$ cat src/rtl/pwd_pkg.sv
package pwd_pkg;
  localparam int WORD_W  = 32;
  localparam int OPC_W   = 4;
  localparam int OPC_LSB = WORD_W - OPC_W;
  localparam int CNT_W   = 12;
  localparam int FLAG_N  = 7;
  localparam int SPARE_N = 9;
  localparam int LEN_W   = 3;
  localparam int IDX_W   = 2;

  localparam int unsigned FLAG_POS  [FLAG_N]  = '{15, 16, 17, 24, 25, 26, 27};
  localparam int unsigned SPARE_POS [SPARE_N] = '{12, 13, 14, 18, 19, 20, 21, 22, 23};

  localparam logic [OPC_W-1:0] C_WRITE   = 4'h1;
  localparam logic [OPC_W-1:0] C_SKIP    = 4'h2;
  localparam logic [OPC_W-1:0] C_WRITEC  = 4'h5;
  localparam logic [OPC_W-1:0] C_JUMP    = 4'h7;
  localparam logic [OPC_W-1:0] C_SYNC    = 4'h8;
  localparam logic [OPC_W-1:0] C_READ    = 4'h9;
  localparam logic [OPC_W-1:0] C_READC   = 4'hA;
  localparam logic [OPC_W-1:0] C_WRRAMM  = 4'hB;
  localparam logic [OPC_W-1:0] C_WRCTLM  = 4'hC;
  localparam logic [OPC_W-1:0] C_WRCREG  = 4'hD;
endpackage

$ cat src/rtl/pwd_rst_sync.sv
module pwd_rst_sync (
  input  logic clk,
  input  logic rst_n,
  output logic rst_sync_n
);
  logic [1:0] stage_q;

  always_ff @(posedge clk or negedge rst_n) begin
    if (!rst_n) stage_q <= 2'b00;
    else        stage_q <= {stage_q[0], 1'b1};
  end

  assign rst_sync_n = stage_q[1];
endmodule

$ cat src/rtl/pwd_len_table.sv
module pwd_len_table
  import pwd_pkg::*;
(
  input  logic [OPC_W-1:0] opc_i,
  output logic [LEN_W-1:0] len_o,
  output logic             known_o
);
  always_comb begin
    known_o = 1'b1;
    len_o   = LEN_W'(1);
    case (opc_i)
      C_WRITE, C_JUMP:   len_o = LEN_W'(2);
      C_WRRAMM, C_WRCTLM: len_o = LEN_W'(3);
      C_WRCREG:          len_o = LEN_W'(4);
      C_SKIP, C_WRITEC, C_SYNC, C_READ, C_READC: len_o = LEN_W'(1);
      default:           known_o = 1'b0;
    endcase
  end
endmodule

$ cat src/rtl/pwd_field_split.sv
module pwd_field_split
  import pwd_pkg::*;
(
  input  logic [WORD_W-1:0]  word_i,
  output logic [OPC_W-1:0]   opc_o,
  output logic [FLAG_N-1:0]  flags_o,
  output logic [SPARE_N-1:0] spare_o,
  output logic [CNT_W-1:0]   count_o
);
  assign opc_o   = word_i[WORD_W-1:OPC_LSB];
  assign count_o = word_i[CNT_W-1:0];

  for (genvar f = 0; f < FLAG_N; f++) begin : g_flag
    assign flags_o[f] = word_i[FLAG_POS[f]];
  end

  for (genvar s = 0; s < SPARE_N; s++) begin : g_spare
    assign spare_o[s] = word_i[SPARE_POS[s]];
  end
endmodule

$ cat src/rtl/pwd_arg_track.sv
module pwd_arg_track
  import pwd_pkg::*;
(
  input  logic             clk,
  input  logic             rst_n,
  input  logic             accept_i,
  input  logic             flush_i,
  input  logic [LEN_W-1:0] len_i,
  output logic             is_arg_o,
  output logic [IDX_W-1:0] idx_o
);
  logic [LEN_W-1:0] rem_q, rem_d;
  logic [IDX_W-1:0] idx_q, idx_d;
  logic             en;

  assign is_arg_o = (rem_q != '0);
  assign idx_o    = idx_q + IDX_W'(1);
  assign en       = accept_i | flush_i;

  always_comb begin
    rem_d = rem_q;
    idx_d = idx_q;
    if (flush_i) begin
      rem_d = '0;
      idx_d = '0;
    end else if (accept_i) begin
      if (is_arg_o) begin
        rem_d = rem_q - LEN_W'(1);
        idx_d = idx_o;
      end else begin
        rem_d = len_i - LEN_W'(1);
        idx_d = '0;
      end
    end
  end

  always_ff @(posedge clk or negedge rst_n) begin
    if (!rst_n) begin
      rem_q <= '0;
      idx_q <= '0;
    end else if (en) begin
      rem_q <= rem_d;
      idx_q <= idx_d;
    end
  end

  assert_rem_bound_R6: assert property (@(posedge clk) disable iff (!rst_n)
    rem_q <= LEN_W'(3));

  assert_flush_empty_R8: assert property (@(posedge clk) disable iff (!rst_n)
    flush_i |=> (rem_q == '0));

  assert_idle_hold_R7: assert property (@(posedge clk) disable iff (!rst_n)
    (!accept_i && !flush_i) |=> $stable(rem_q));
endmodule

$ cat src/rtl/prog_word_decoder.sv
module prog_word_decoder
  import pwd_pkg::*;
(
  input  logic               clk,
  input  logic               rst_n,
  input  logic               flush,
  input  logic               in_valid,
  output logic               in_ready,
  input  logic [WORD_W-1:0]  in_word,
  output logic               op_valid,
  output logic [OPC_W-1:0]   op_code,
  output logic [FLAG_N-1:0]  op_flags,
  output logic [SPARE_N-1:0] op_spare,
  output logic [CNT_W-1:0]   op_count,
  output logic [LEN_W-1:0]   op_len,
  output logic               op_invalid,
  output logic               arg_valid,
  output logic [IDX_W-1:0]   arg_index,
  output logic [WORD_W-1:0]  out_word
);
  logic               rst_i_n;
  logic               accept;
  logic [OPC_W-1:0]   f_opc;
  logic [FLAG_N-1:0]  f_flags;
  logic [SPARE_N-1:0] f_spare;
  logic [CNT_W-1:0]   f_count;
  logic [LEN_W-1:0]   t_len;
  logic               t_known;
  logic               trk_is_arg;
  logic [IDX_W-1:0]   trk_idx;

  logic op_v_d, op_v_q, arg_v_d, arg_v_q;
  logic [OPC_W-1:0]   code_q;
  logic [FLAG_N-1:0]  flags_q;
  logic [SPARE_N-1:0] spare_q;
  logic [CNT_W-1:0]   count_q;
  logic [LEN_W-1:0]   len_q;
  logic               inv_q;
  logic [IDX_W-1:0]   idx_q;
  logic [WORD_W-1:0]  word_q;

  pwd_rst_sync u_rst (.clk(clk), .rst_n(rst_n), .rst_sync_n(rst_i_n));

  assign in_ready = rst_i_n & ~flush;
  assign accept   = in_valid & in_ready;

  pwd_field_split u_split (
    .word_i(in_word), .opc_o(f_opc), .flags_o(f_flags),
    .spare_o(f_spare), .count_o(f_count)
  );

  pwd_len_table u_len (.opc_i(f_opc), .len_o(t_len), .known_o(t_known));

  pwd_arg_track u_trk (
    .clk(clk), .rst_n(rst_i_n), .accept_i(accept), .flush_i(flush),
    .len_i(t_len), .is_arg_o(trk_is_arg), .idx_o(trk_idx)
  );

  always_comb begin
    op_v_d  = accept & ~trk_is_arg;
    arg_v_d = accept &  trk_is_arg;
  end

  always_ff @(posedge clk or negedge rst_i_n) begin
    if (!rst_i_n) begin
      op_v_q  <= 1'b0;
      arg_v_q <= 1'b0;
    end else begin
      op_v_q  <= op_v_d;
      arg_v_q <= arg_v_d;
    end
  end

  always_ff @(posedge clk or negedge rst_i_n) begin
    if (!rst_i_n) begin
      code_q  <= '0;
      flags_q <= '0;
      spare_q <= '0;
      count_q <= '0;
      len_q   <= '0;
      inv_q   <= 1'b0;
      idx_q   <= '0;
      word_q  <= '0;
    end else if (accept) begin
      code_q  <= f_opc;
      flags_q <= f_flags;
      spare_q <= f_spare;
      count_q <= f_count;
      len_q   <= t_len;
      inv_q   <= ~t_known;
      idx_q   <= trk_idx;
      word_q  <= in_word;
    end
  end

  assign op_valid   = op_v_q;
  assign arg_valid  = arg_v_q;
  assign op_code    = code_q;
  assign op_flags   = flags_q;
  assign op_spare   = spare_q;
  assign op_count   = count_q;
  assign op_len     = len_q;
  assign op_invalid = inv_q;
  assign arg_index  = idx_q;
  assign out_word   = word_q;

  assert_one_strobe_R10: assert property (@(posedge clk) disable iff (!rst_i_n)
    !(op_valid && arg_valid));

  assert_no_accept_no_strobe_R7: assert property (@(posedge clk) disable iff (!rst_i_n)
    !accept |=> (!op_valid && !arg_valid));

  assert_arg_index_range_R6: assert property (@(posedge clk) disable iff (!rst_i_n)
    arg_valid |-> (arg_index != '0));

  assert_invalid_single_R5: assert property (@(posedge clk) disable iff (!rst_i_n)
    (op_valid && op_invalid) |-> (op_len == LEN_W'(1)));

  assert_flush_blocks_R8: assert property (@(posedge clk) disable iff (!rst_i_n)
    flush |-> !in_ready);
endmodule

$ cat config.mk
export PLATFORM = sky130hd
export DESIGN_NAME = prog_word_decoder
export DESIGN_NICKNAME = d
export VERILOG_FILES = /design/src/rtl/pwd_pkg.sv /design/src/rtl/pwd_rst_sync.sv /design/src/rtl/pwd_len_table.sv /design/src/rtl/pwd_field_split.sv /design/src/rtl/pwd_arg_track.sv /design/src/rtl/prog_word_decoder.sv
export SDC_FILE = /design/constraint.sdc
export NUM_CORES = 1
export LEC_CHECK = 0
export BUFFER_PORTS_ARGS = -buffer_cell sky130_fd_sc_hd__clkbuf_2
export CAP_MARGIN = 20
export CORE_MARGIN = 2
export CORE_UTILIZATION = 40
export DETAILED_ROUTE_END_ITERATION = 8
export PLACE_DENSITY = 0.6
export SYNTH_ARGS = -nofsm -noshare
export SYNTH_HDL_FRONTEND = slang
export SYNTH_HIERARCHICAL = 1
export SYNTH_SLANG_ARGS = --single-unit
$ cat constraint.sdc
create_clock -name clk -period 3.2 [get_ports clk]
set_clock_uncertainty 0.15 [all_clocks]
set_input_delay 0.64 -clock clk [delete_from_list [all_inputs] [get_ports clk]]
set_output_delay 0.64 -clock clk [all_outputs]
set_load 0.01 [all_outputs]
# Yosys cells after proc, flatten, opt, wreduce, memory -nomap -nowiden
# Index checks and enable logic that the tools add are counted.
# classes
div_mod_pow	0
n_lt_le_gt_ge	0
n_eq_ne	10
multipliers	0
n_addsub	3
n_mux	8
bitwise_logic	8
shift	0
n_reduce_logical	6
# ops
op	n
$eq 4x4->1 const B	6
$reduce_or 10->1	1
$mux 3	3
$pmux 3 s3	1
$eq 4x3->1 const B	2
$mux 2	3
$sub 3x1->3 const B	2
$and 1x1->1	4
$eq 4x1->1 const B	1
$eq 4x2->1 const B	1
$reduce_or 2->1	2
$not 1->1	3
$reduce_bool 3->1	1
$add 2x1->2 const B	1
$reduce_and 2->1	1
$reduce_bool 2->1	1
$mux 1	1
$or 1x1->1	1
# totals
out_inout_bits	73
wordCells	48
latch_bits	0
romBits	0
reg_bits	79
input_bits	36
mem_count	0
ram_bits	0

# Logic depth before layout (Yosys ltp)
# Gate-level depths: netlist of the first run.
# logic_depth
ltp_word	7
ltp_mapped	11

# Cells and area by module
# Netlist of the first run, hierarchy kept.
# by_module_without_submodules
module	area_each_um2	cells_each	instances	seq_area_each_um2
prog_word_decoder	3015.4	155	1	1801.7
pwd_arg_track	309.0	34	1	125.1
pwd_field_split	240.2	32	1	0.0
pwd_len_table	101.3	16	1	0.0
pwd_rst_sync	53.8	3	1	50.0

# Worst setup path after synthesis of the first run
# Ideal clock, no wire load.
# synth_timing
path_type	flip-flop to flip-flop
start	register u_rst.stage_q[1]
end	register u_trk.rem_q[2]
slack_ns	-0.287
stages_incl_launch_ff	8
setup_ns	0.082
n_path_buf	3
arrival_time_ns	3.255
path_cell_list	dfrtp_1 -> and3b_1 -> buf_6 -> buf_8 -> buf_6 -> nand2_2 -> a211o_1 -> a31oi_1
# synth_between
elab_chain_cells	4
# synth_rtl
item	line	text
from (decl)	pwd_rst_sync.sv:6	logic [1:0] stage_q;
from (signal assigned)	pwd_rst_sync.sv:10	else stage_q <= {stage_q[0], 1'b1};
$and 1x1->1 (*)	prog_word_decoder.sv:44	assign in_ready = rst_i_n & ~flush;
$and 1x1->1 (*)	prog_word_decoder.sv:45	assign accept = in_valid & in_ready;
named net accept	prog_word_decoder.sv:22	logic accept;
$reduce_bool 2->1 (no source line) or $or 1x1->1 (tied branches)	--	
$reduce_and 2->1 (no source line) (*)	--	
to (signal assigned)	pwd_arg_track.sv:42	rem_q <= rem_d;
to (decl)	pwd_arg_track.sv:12	logic [LEN_W-1:0] rem_q, rem_d;
# The timed path passes the listed nets; every way through them passes the cells marked *.
# A chain may end at the register's enable or synchronous reset.

# Worst setup path after layout of the first run
# layout_timing
start	input in_word[29]
end	register u_trk.rem_q[2]
# layout_between
elab_chain_cells	7
# layout_rtl
item	line	text
from (decl)	prog_word_decoder.sv:9	input logic [WORD_W-1:0] in_word,
$eq 4x4->1 (tied with other cells)	pwd_len_table.sv:11	case (opc_i)
$reduce_or 2->1	--	
$pmux 3 s3 (*)	pwd_len_table.sv:11	
named net t_len[0]	prog_word_decoder.sv:27	logic [LEN_W-1:0] t_len;
$sub 3x1->3 (*)	pwd_arg_track.sv:31	rem_d = len_i - LEN_W'(1);
$mux 3 (*)	pwd_arg_track.sv:27	if (is_arg_o) begin
$mux 3 (*)	pwd_arg_track.sv:26	end else if (accept_i) begin
$mux 3 (*)	pwd_arg_track.sv:23	if (flush_i) begin
# The timed path passes the listed nets; every way through them passes the cells marked *. The select of a mux whose other input is x is not followed.

==> results of run 1 <==
-- stage by stage --
| stage | util (%) | total power, mW | cells | setup WS (ns) | cell area (um2) |
|---|---|---|---|---|---|
| detailed placement | 44.5 | 1.90 | 421 | 0.683 | 4060 |
| global route | 47.4 | 2.85 | 439 | 0.947 | 4310 |
| CTS | 47.1 | 2.74 | 438 | 1.07 | 4290 |
| global placement | 44.5 | 1.89 | 421 | 0.739 | 4060 |
| finish | 47.4 | 2.69 | 439 | 1.02 | 4310 |
| floorplan | - | 1.69 | 240 | 0.521 | 3720 |
-- layout by cell type, fill, tap and decap left out, types with 2 or more instances in the layout --
cell type / netlist / routed
inv_1: 3 / 3
nor2b_1: 4 / 4
nand2_1: 4 / 4
nor3_1: 3 / 3
mux2_4: 66 / 66
nand2b_1: 2 / 2
a21o_1: 2 / 2
bufinv_16: 0 / 2
xor2_1: 3 / 3
buf_4: 33 / 2
or3b_1: 2 / 2
a21oi_1: 5 / 5
and2b_1: 2 / 2
clkbuf_8: 0 / 9
clkbuf_2: 0 / 108
buf_12: 6 / 2
mux2_2: 3 / 3
nor2_1: 4 / 4
clkinvlp_4: 0 / 2
dfrtp_1: 79 / 78
-- cells by family after synthesis --
group                      count (synthesis)
AOI/OAI and AO/OA                         13
and+or+nand+nor                           28
other                                      1
DFF                                       79
adders and majority gates                  1
muxes                                     70
buffers and inverters                     45
xor gates and xnor gates                   3
-- state kept, by name (all words and copies together) (netlist names), 2 cells and up --
name	cells
u_trk/idx_q	2
u_trk/rem_q	3
op_count	12
u_rst/stage_q	2
op_len	3
op_code	4
arg_index	2
op_flags	7
out_word	32
op_spare	9
-- per-layer routing --
layer / part of all wire (%) / up-vias
met2: 45 / 67
met1: 47 / 1000
li1: - / 954
met3: 7.2 / 7
met5: 0 / -
met4: 0.90 / 0
-- cell type report --
| class | instances | area share [%] |
|---|---|---|
| clock buffer | 10 | 2.96 |
| clock inverter | 6 | 2.15 |
| inverter | 3 | 0.261 |
| tap | 111 | 3.22 |
| multi-input combinational | 116 | 30.8 |
| sequential | 79 | 45.9 |
| timing repair buffer | 114 | 14.7 |
-- final timing paths --
kind | endpoint | slack (ns) | cells after the start
setup reg to reg | u_trk/idx_q[1] | 1.39 | 5
min in group clk | u_rst/stage_q[1] | 0.22 | 0
hold reg to reg | out_word[15] | 0.20 | 1
hold / removal | out_word[15] | 0.20 | 1
setup / recovery | u_trk/rem_q[2] | 1.02 | 9
max in group asynchronous | op_invalid | 2.13 | 2
-- power by group --
group / total, mW / leakage (nW) / switching (mW) / internal [mW]
sequential: 1.26 / 0.948 / 0.0962 / 1.16
combinational: 0.615 / 1.13 / 0.258 / 0.357
clock: 0.818 / 0.103 / 0.374 / 0.444
total: 2.69 / 2.18 / 0.728 / 1.96
-- timing repair --
action | CTS | global route
hold buffers | 1 | 0
setup buffers | 0 | 0
hold endpoints to repair | 2 | 0
==> flow_summary_export.csv, run 1 <==
group,metric,value,unit
floorplanning,start_util,40.8,%
setup_path,crit_slowest_cell,"or3b_1",
setup_path,reg2reg_from,"u_rst/stage_q[1]",
sta,whs,0.199,ns
synthesis,synth_cell_types,33,
power,irDropWorstVdd,251,uV
cts,cts_resized,0,
placed_design,dp_hpwl,4440,um
synthesis,syn_inst,240,
synthesis,synth_area_leader_cell,"dfrtp_1",
synthesis,synth_fa_ha_area_share,0.336,%
setup_path,arrival,2.30,ns
setup_path,crit_path_cell_trace,"clkbuf_2, xor2_1, o22ai_1, nand2_1, or3b_1, nor2b_1, ha_1, nand4b_1, a31oi_1",
synthesis,synth_edf_count,0,
synthesis,synthDominantCellAreaShare,53.1,%
synthesis,avgSynthCellArea,15.5,um2
synthesis,synth_ff_type,"dfrtp_1",
synthesis,synth-xor-area-share,0.706,%
setup_path,cp_data_required_time,3.32,ns
power,power_density,624,nW/um2
sta,fin_crit,2.18,ns
worst_hold_path,hp-class,"reg2async",
setup_path,worstSetupPathType,"in2reg",
floorplanning,die_area,10100,um2
cts,path_clk_slew,0.09,ns
global_routing,grt_max_degree,78,
synthesis,yosys.area_share.simple,4.47,%
floorplanning,fp.dieH,100,um
global_routing,grt_first_pass_wirelength,10500,um
finish,multi_input_area,1330,um2
cts,htreeDepth,3,
global_routing,grt.total_usage,13.3,%
cts,clk_path_buf_depth,2,
run,maxCapViolCount,0,
sta,fin_crit_sh,68.1,%
synthesis,syn_nets,277,
synthesis,yosysWarnings,6,
setup_path,crit_fanout,11,
setup_path,crit_path_end_kind,"register",
floorplanning,rows,35,
placed_design,gp_congestion,0.774,
detailed_routing,vias,2028,
finish,nets,360,
synthesis,muxShareOfSynthArea,27.8,%
sta,setup_viol,0,
global_routing,overflow,0,
detailed_routing,drc,0,
detailed_routing,vias_per_cell,4.62,
finish,drive_gt1_share,61.0,%
placed_design,place.port_buffers,108,
synthesis,synth_top_family_by_area,"multiplexers",
sta,fmax,0.459,GHz
synthesis,ys_seq_area_share,53.1,%
detailed_routing,wl,6460,um
detailed_routing,antenna_left,0,
cts,insertion_delay,0.34,ns
finish,antenna_cells,0,
finish,regArea,1980,um2
setup_path,cp_num_buf_inv,1,
floorplanning,ios,109,
detailed_routing,wl_per_cell,14.7,um
setup_path,critPathMaxStageDelay,0.36,ns
synthesis,synth_area,3720,um2
sta,fin_tns_setup,0,ns
global_routing,grt_pass1_vias,2103,
cts,cts_sinks,79,
synthesis,synth_compound_area_share,2.22,%
power,p_leak,2.18,nW
synthesis,synth_common_cells,"79 x dfrtp_1, 66 x mux2_4, 33 x buf_4",
status,status,"finished, final reports clean",
synthesis,ys_async_sr_fraction,100,%
synthesis,synthMostInstantiatedCell,"dfrtp_1",
setup_path,cp-startpoint,"in_word[29]",
floorplanning,die_x,100,um
floorplanning,coreArea,9110,um2
cts,root_buffer,"clkbuf_8",
global_routing,busiest_layer,"met2",
synthesis,ys_top_cells_by_area,"dfrtp_1 53%, mux2_4 27%, buf_4 6.7%",
setup_path,start_kind,"primary input",
sta,final_hold_viol_count,0,
detailed_routing,drtIter0Drc,72,
sta,rsz0062_at_grt,"no",
finish,area_growth,16.0,%
setup_path,crit_family,"simple AND/OR/NAND/NOR gates",
global_routing,met3_usage,5.22,%
global_routing,grt_use_met2,20.3,%
sta,maxSlewViolCount,0,
synthesis,ys_ff_latch,79,
global_routing,grt_antenna_before_repair,0,
cts,numCtsBuffers,9,
global_routing,met1_usage,17.5,%
finish,fill_cells,836,
cts,cts_tree,"built",
detailed_routing,firstDrtPassIters,4,
Power figures use the tool's default switching activity.
==> inputs of run 2 (changes only) <==
--- a/config.mk
+++ b/config.mk
@@ -10,7 +10,7 @@
 export CORE_MARGIN = 2
 export CORE_UTILIZATION = 40
 export DETAILED_ROUTE_END_ITERATION = 8
-export PLACE_DENSITY = 0.6
+export PLACE_DENSITY = 0.63
 export SYNTH_ARGS = -nofsm -noshare
 export SYNTH_HDL_FRONTEND = slang
 export SYNTH_HIERARCHICAL = 1
==> constraint.sdc (replaced) <==
create_clock -name clk -period 1.8 [get_ports clk]
set_clock_uncertainty 0.15 [all_clocks]
set_input_delay 0.36 -clock clk [delete_from_list [all_inputs] [get_ports clk]]
set_output_delay 0.36 -clock clk [all_outputs]
set_load 0.01 [all_outputs]
==> flow_summary_export.csv, run 2 (synthesized netlist as in run 1, its figures left out) <==
group,metric,value,unit
status,status,"finished, final reports clean",
sta,worstMarginPinSlew,0.970,ns
setup_path,crit_path_cell_trace,"clkbuf_2, xor2_1, o22ai_1, nand2_1, or3b_4, nor2b_4, ha_4, nand4b_1, a31oi_1",
floorplanning,coreArea,9110,um2
floorplanning,rows,35,
finish,largest_reg_flops,32,
finish,antenna_cells,0,
placed_design,placed_cell_area,4180,um2
sta,whs,0.103,ns
setup_path,crit_slowest_cell,"or3b_4",
worst_hold_path,hp-class,"in2reg",
detailed_routing,drc,0,
setup_path,cp_data_required_time,1.92,ns
detailed_routing,wl_per_cell,14.9,um
sta,fin_crit,1.74,ns
setup_path,arrival,1.86,ns
setup_path,crit_fanout,2,
detailed_routing,vias_per_cell,4.72,
finish,utilization,48.6,%
global_routing,overflow,0,
placed_design,dp_hpwl,4590,um
floorplanning,start_util,40.8,%
global_routing,grt_pass1_vias,2143,
global_routing,grt_first_pass_wirelength,10900,um
cts,cts_tree,"built",
finish,nets,373,
detailed_routing,drtIter0Drc,38,
finish,layout_commonest_cell,"clkbuf_2",
setup_path,worstSetupPathType,"in2reg",
finish,drive_gt1_share,64.2,%
setup_path,critPathMaxStageDelay,0.38,ns
finish,area_growth,19.0,%
finish,fin_area,4430,um2
floorplanning,die_x,100,um
sta,rsz0062_at_grt,"no",
finish,final_cells,452,
sta,fin_crit_sh,96.7,%
global_routing,grt.total_usage,13.8,%
detailed_routing,firstDrtPassIters,6,
placed_design,place_ws,-0.421,ns
setup_path,crit_path_end_kind,"register",
cts,root_buffer,"clkbuf_8",
floorplanning,fp.dieH,100,um
global_routing,grt_antenna_before_repair,0,
cts,clk_path_buf_depth,2,
sta,setup_viol,0,
cts,cts_sinks,79,
setup_path,rrSetupSlack,0.08,ns
floorplanning,die_area,10100,um2
sta,relSlewSlack,35.3,%
cts,path_clk_slew,0.09,ns
detailed_routing,antenna_left,0,
finish,mostFrequentLayoutCells,"107 x clkbuf_2, 78 x dfrtp_1, 66 x mux2_4",
power,design_power_total,4.63,mW
power,power_density,1050,nW/um2
cts,insertion_delay,0.34,ns
sta,fin_tns_setup,0,ns
power,p_leak,2.24,nW
floorplanning,ios,109,
placed_design,gp_congestion,0.816,
run,maxCapViolCount,0,
placed_design,place.port_buffers,108,
cts,numCtsBuffers,9,
sta,maxSlewViolCount,0,
cts,htreeDepth,3,
detailed_routing,vias,2134,
sta,fin_ws,0.0594,ns
placed_design,numPlacedInstances,434,
detailed_routing,wl,6720,um
power,irDropWorstVdd,449,uV
sta,fmax,0.575,GHz
global_routing,grt_max_degree,78,
sta,final_hold_viol_count,0,
setup_path,start_kind,"primary input",
## run 2: final cells by class
type | count | area [um2]
Fill cell | 832 | 4680
Sequential cell | 79 | 1980
Multi-Input combinational cell | 116 | 1360
Timing Repair Buffer | 127 | 746
Tap cell | 111 | 139
Clock buffer | 10 | 138
Clock inverter | 6 | 51.3
Inverter | 3 | 11.3
## run 2: power breakdown
group	leakage, nW	internal [mW]	switching [mW]
Combinational	1.20	0.665	0.469
Clock	0.0935	0.556	0.706
Sequential	0.948	2.07	0.170
Total	2.24	3.29	1.34
## run 2: what timing repair did
item                                    CTS  global route
endpoints found under the hold margin     2             0
endpoints found under the setup margin    2             2
hold buffers                              1             0
pin swaps                                 2             8
buffers inserted                          0             1
gates resized for setup                   1            10
## run 2: worst max-delay path: cells and delay by family
family | cells | cell delay, ns
compound gates | 2 | 0.29
xor+xnor | 1 | 0.17
fa+ha+maj | 1 | 0.16
buf+inv | 1 | 0.10
simple gates | 4 | 0.78
## run 2: path summary, 6_finish.rpt
kind | cells after the start | end | startpoint
max in group asynchronous | 1 | out_word[25] | u_rst/stage_q[1]
hold reg to reg | 0 | u_rst/stage_q[1] | u_rst/stage_q[0]
setup reg to reg | 5 | u_trk/rem_q[2] | u_trk/rem_q[2]
setup / recovery | 9 | u_trk/rem_q[2] | in_word[29]
hold / removal | 2 | op_spare[3] | in_word[18]
min in group asynchronous | 2 | u_rst/stage_q[1] | rst_n
## run 2: per-layer routing
layer,wire length [um],share of wire (%),GRT usage (%),up-vias
met4,75,1.1,4.53,0
li1,-,-,-,980
met5,0,0,0,-
met1,3120,46,18.6,1067
met3,433,6.4,4.39,10
met2,3090,46,21.1,77
==> inputs of run 3 (changes only) <==
--- a/config.mk
+++ b/config.mk
@@ -11,6 +11,7 @@
 export CORE_UTILIZATION = 40
 export DETAILED_ROUTE_END_ITERATION = 8
 export PLACE_DENSITY = 0.63
+export REMOVE_ABC_BUFFERS = 1
 export SYNTH_ARGS = -nofsm -noshare
 export SYNTH_HDL_FRONTEND = slang
 export SYNTH_HIERARCHICAL = 1
==> flow_summary_export.csv, run 3 (synthesized netlist as in run 1, its figures left out) <==
group,metric,value,unit
power,power_frac_seq,48.3,%
sta,fin_tns_setup,0,ns
placed_design,numPlacedInstances,432,
detailed_routing,antenna_left,0,
finish,mostFrequentLayoutCells,"105 x clkbuf_2, 78 x dfrtp_1, 66 x mux2_4",
placed_design,place.port_buffers,108,
sta,fin_ws,0.0263,ns
finish,drive_gt1_share,64.1,%
worst_hold_path,hp-class,"in2reg",
floorplanning,die_area,10100,um2
detailed_routing,drtIter0Drc,44,
power,swShare,27.3,%
power,power_density,1050,nW/um2
cts,htreeDepth,3,
finish,regArea,1980,um2
global_routing,grt_first_pass_wirelength,10500,um
sta,maxSlewViolCount,0,
floorplanning,die_x,100,um
finish,fill_cells,843,
detailed_routing,vias,2089,
placed_design,dp_hpwl,4360,um
sta,fin_crit,1.77,ns
cts,insertion_delay,0.33,ns
setup_path,crit_path_cell_trace,"buf_2, xor2_2, o22ai_2, nand2_1, or3b_4, nor2b_4, ha_2, nand4b_1, a31oi_1",
power,irDropWorstVdd,370,uV
setup_path,worstSetupEndpoint,"u_trk/rem_q[2]",
global_routing,grt_antenna_before_repair,0,
power,clkPwrFrac,27.4,%
global_routing,grt_pass1_vias,2079,
setup_path,start_kind,"primary input",
cts,clk_path_buf_depth,2,
cts,path_clk_slew,0.08,ns
detailed_routing,vias_per_cell,4.63,
detailed_routing,wl_per_cell,14.3,um
run,maxCapViolCount,0,
setup_path,cp-startpoint,"in_word[30]",
sta,final_hold_viol_count,0,
finish,antenna_cells,0,
sta,setup_viol,0,
floorplanning,rows,35,
cts,numCtsBuffers,9,
sta,fmax,0.564,GHz
finish,nets,372,
setup_path,crit_fanout,5,
finish,layout_commonest_cell,"clkbuf_2",
setup_path,rrSetupSlack,0.12,ns
sta,fin_crit_sh,98.5,%
cts,root_buffer,"clkbuf_8",
cts,cts_tree,"built",
finish,area_growth,18.9,%
power,p_sw,1.26,mW
finish,largest_reg_flops,32,
placed_design,gp_congestion,0.703,
setup_path,reg2reg_from,"u_trk/rem_q[2]",
detailed_routing,firstDrtPassIters,4,
global_routing,grt.total_usage,13.4,%
global_routing,grt_max_degree,78,
cts,cts_sinks,79,
power,comb_power_share,24.3,%
status,status,"finished, final reports clean",
detailed_routing,drc,0,
setup_path,regToRegEndpoint,"u_trk/rem_q[2]",
setup_path,critPathMaxStageDelay,0.38,ns
power,p_leak,2.23,nW
floorplanning,coreArea,9110,um2
setup_path,crit_path_end_kind,"register",
global_routing,overflow,0,
floorplanning,start_util,40.8,%
setup_path,worstSetupPathType,"in2reg",
setup_path,cp_data_required_time,1.91,ns
finish,multi_input_area,1360,um2
floorplanning,ios,109,
placed_design,place_ws,-0.340,ns
detailed_routing,wl,6450,um
floorplanning,fp.dieH,100,um
power,design_power_total,4.64,mW
finish,final_cells,451,
setup_path,crit_slowest_cell,"or3b_4",
setup_path,reg2reg_depth,5,
setup_path,arrival,1.88,ns
power,intPower,3.37,mW
[run 3: changes by cell type in the layout (fill, tap and decap cells not counted), sizes merged]
| cell | before | now |
|---|---|---|
| inv | 5 | 3 |
| buf | 19 | 20 |
| bufinv | 0 | 1 |
| clkbuf | 117 | 116 |
| clkinv | 3 | 2 |
| clkinvlp | 1 | 2 |
[run 3: repair_timing]
item	4_1_cts	5_1_grt
setup buffers	0	1
setup endpoints to repair	0	2
hold buffers	1	0
resized for setup	0	13
hold endpoints to repair	2	0
[run 3: power groups by stage]
stage	logic, mW	registers, mW	clock network [mW]
3_3_place_gp	1.11	2.26	0
3_5_place_dp	1.12	2.27	0
5_1_grt	1.22	2.28	1.41
2_1_floorplan	0.514	2.42	0
6_report	1.13	2.24	1.27
4_1_cts	1.13	2.24	1.33
[run 3: worst min path at each step]
stage                 from                to  slack (ns)  cells after the start
2_1_floorplan        rst_n  u_rst/stage_q[0]       -0.09                      0
3_3_place_gp         rst_n  u_rst/stage_q[0]      -0.005                      1
3_5_place_dp         rst_n  u_rst/stage_q[0]      -0.002                      1
4_1_cts        in_word[11]      out_word[11]        0.09                      2
5_1_grt         in_word[6]       op_count[6]        0.08                      2
6_report       in_word[20]      out_word[20]        0.11                      2
[run 3: layout make-up]
cell class | instances | share of cell area (%)
sequential | 79 | 44.8
multi-input combinational | 116 | 30.8
timing repair buffer | 126 | 16.7
tap | 111 | 3.14
clock buffer | 11 | 2.97
clock inverter | 5 | 1.33
inverter | 3 | 0.255
[run 3: stage by stage]
stage	hold WS, ns	area [um2]	util [%]
2_1_floorplan	-0.0856	3310	-
3_3_place_gp	-0.00490	4150	45.6
3_5_place_dp	-0.00233	4150	45.6
4_1_cts	0.0882	4350	47.8
5_1_grt	0.0792	4420	48.5
6_report	0.111	4420	48.5
[run 3: critical path: cells and delay by family]
| family | cells | cell delay [ns] |
|---|---|---|
| AND/OR/NAND/NOR | 4 | 0.76 |
| AO/OA/AOI/OAI | 2 | 0.22 |
| adder cells (fa/ha/maj) | 1 | 0.19 |
| XOR/XNOR | 1 | 0.17 |
| buffers and inverters | 1 | 0.16 |
[run 3: routing by layer]
metal / track usage (%) / part of all wire (%) / vias up
met4: 3.79 / 1.0 / 0
met3: 4.04 / 4.3 / 6
li1: - / - / 976
met5: 0 / 0 / -
met2: 20.5 / 49 / 47
met1: 18.4 / 46 / 1060
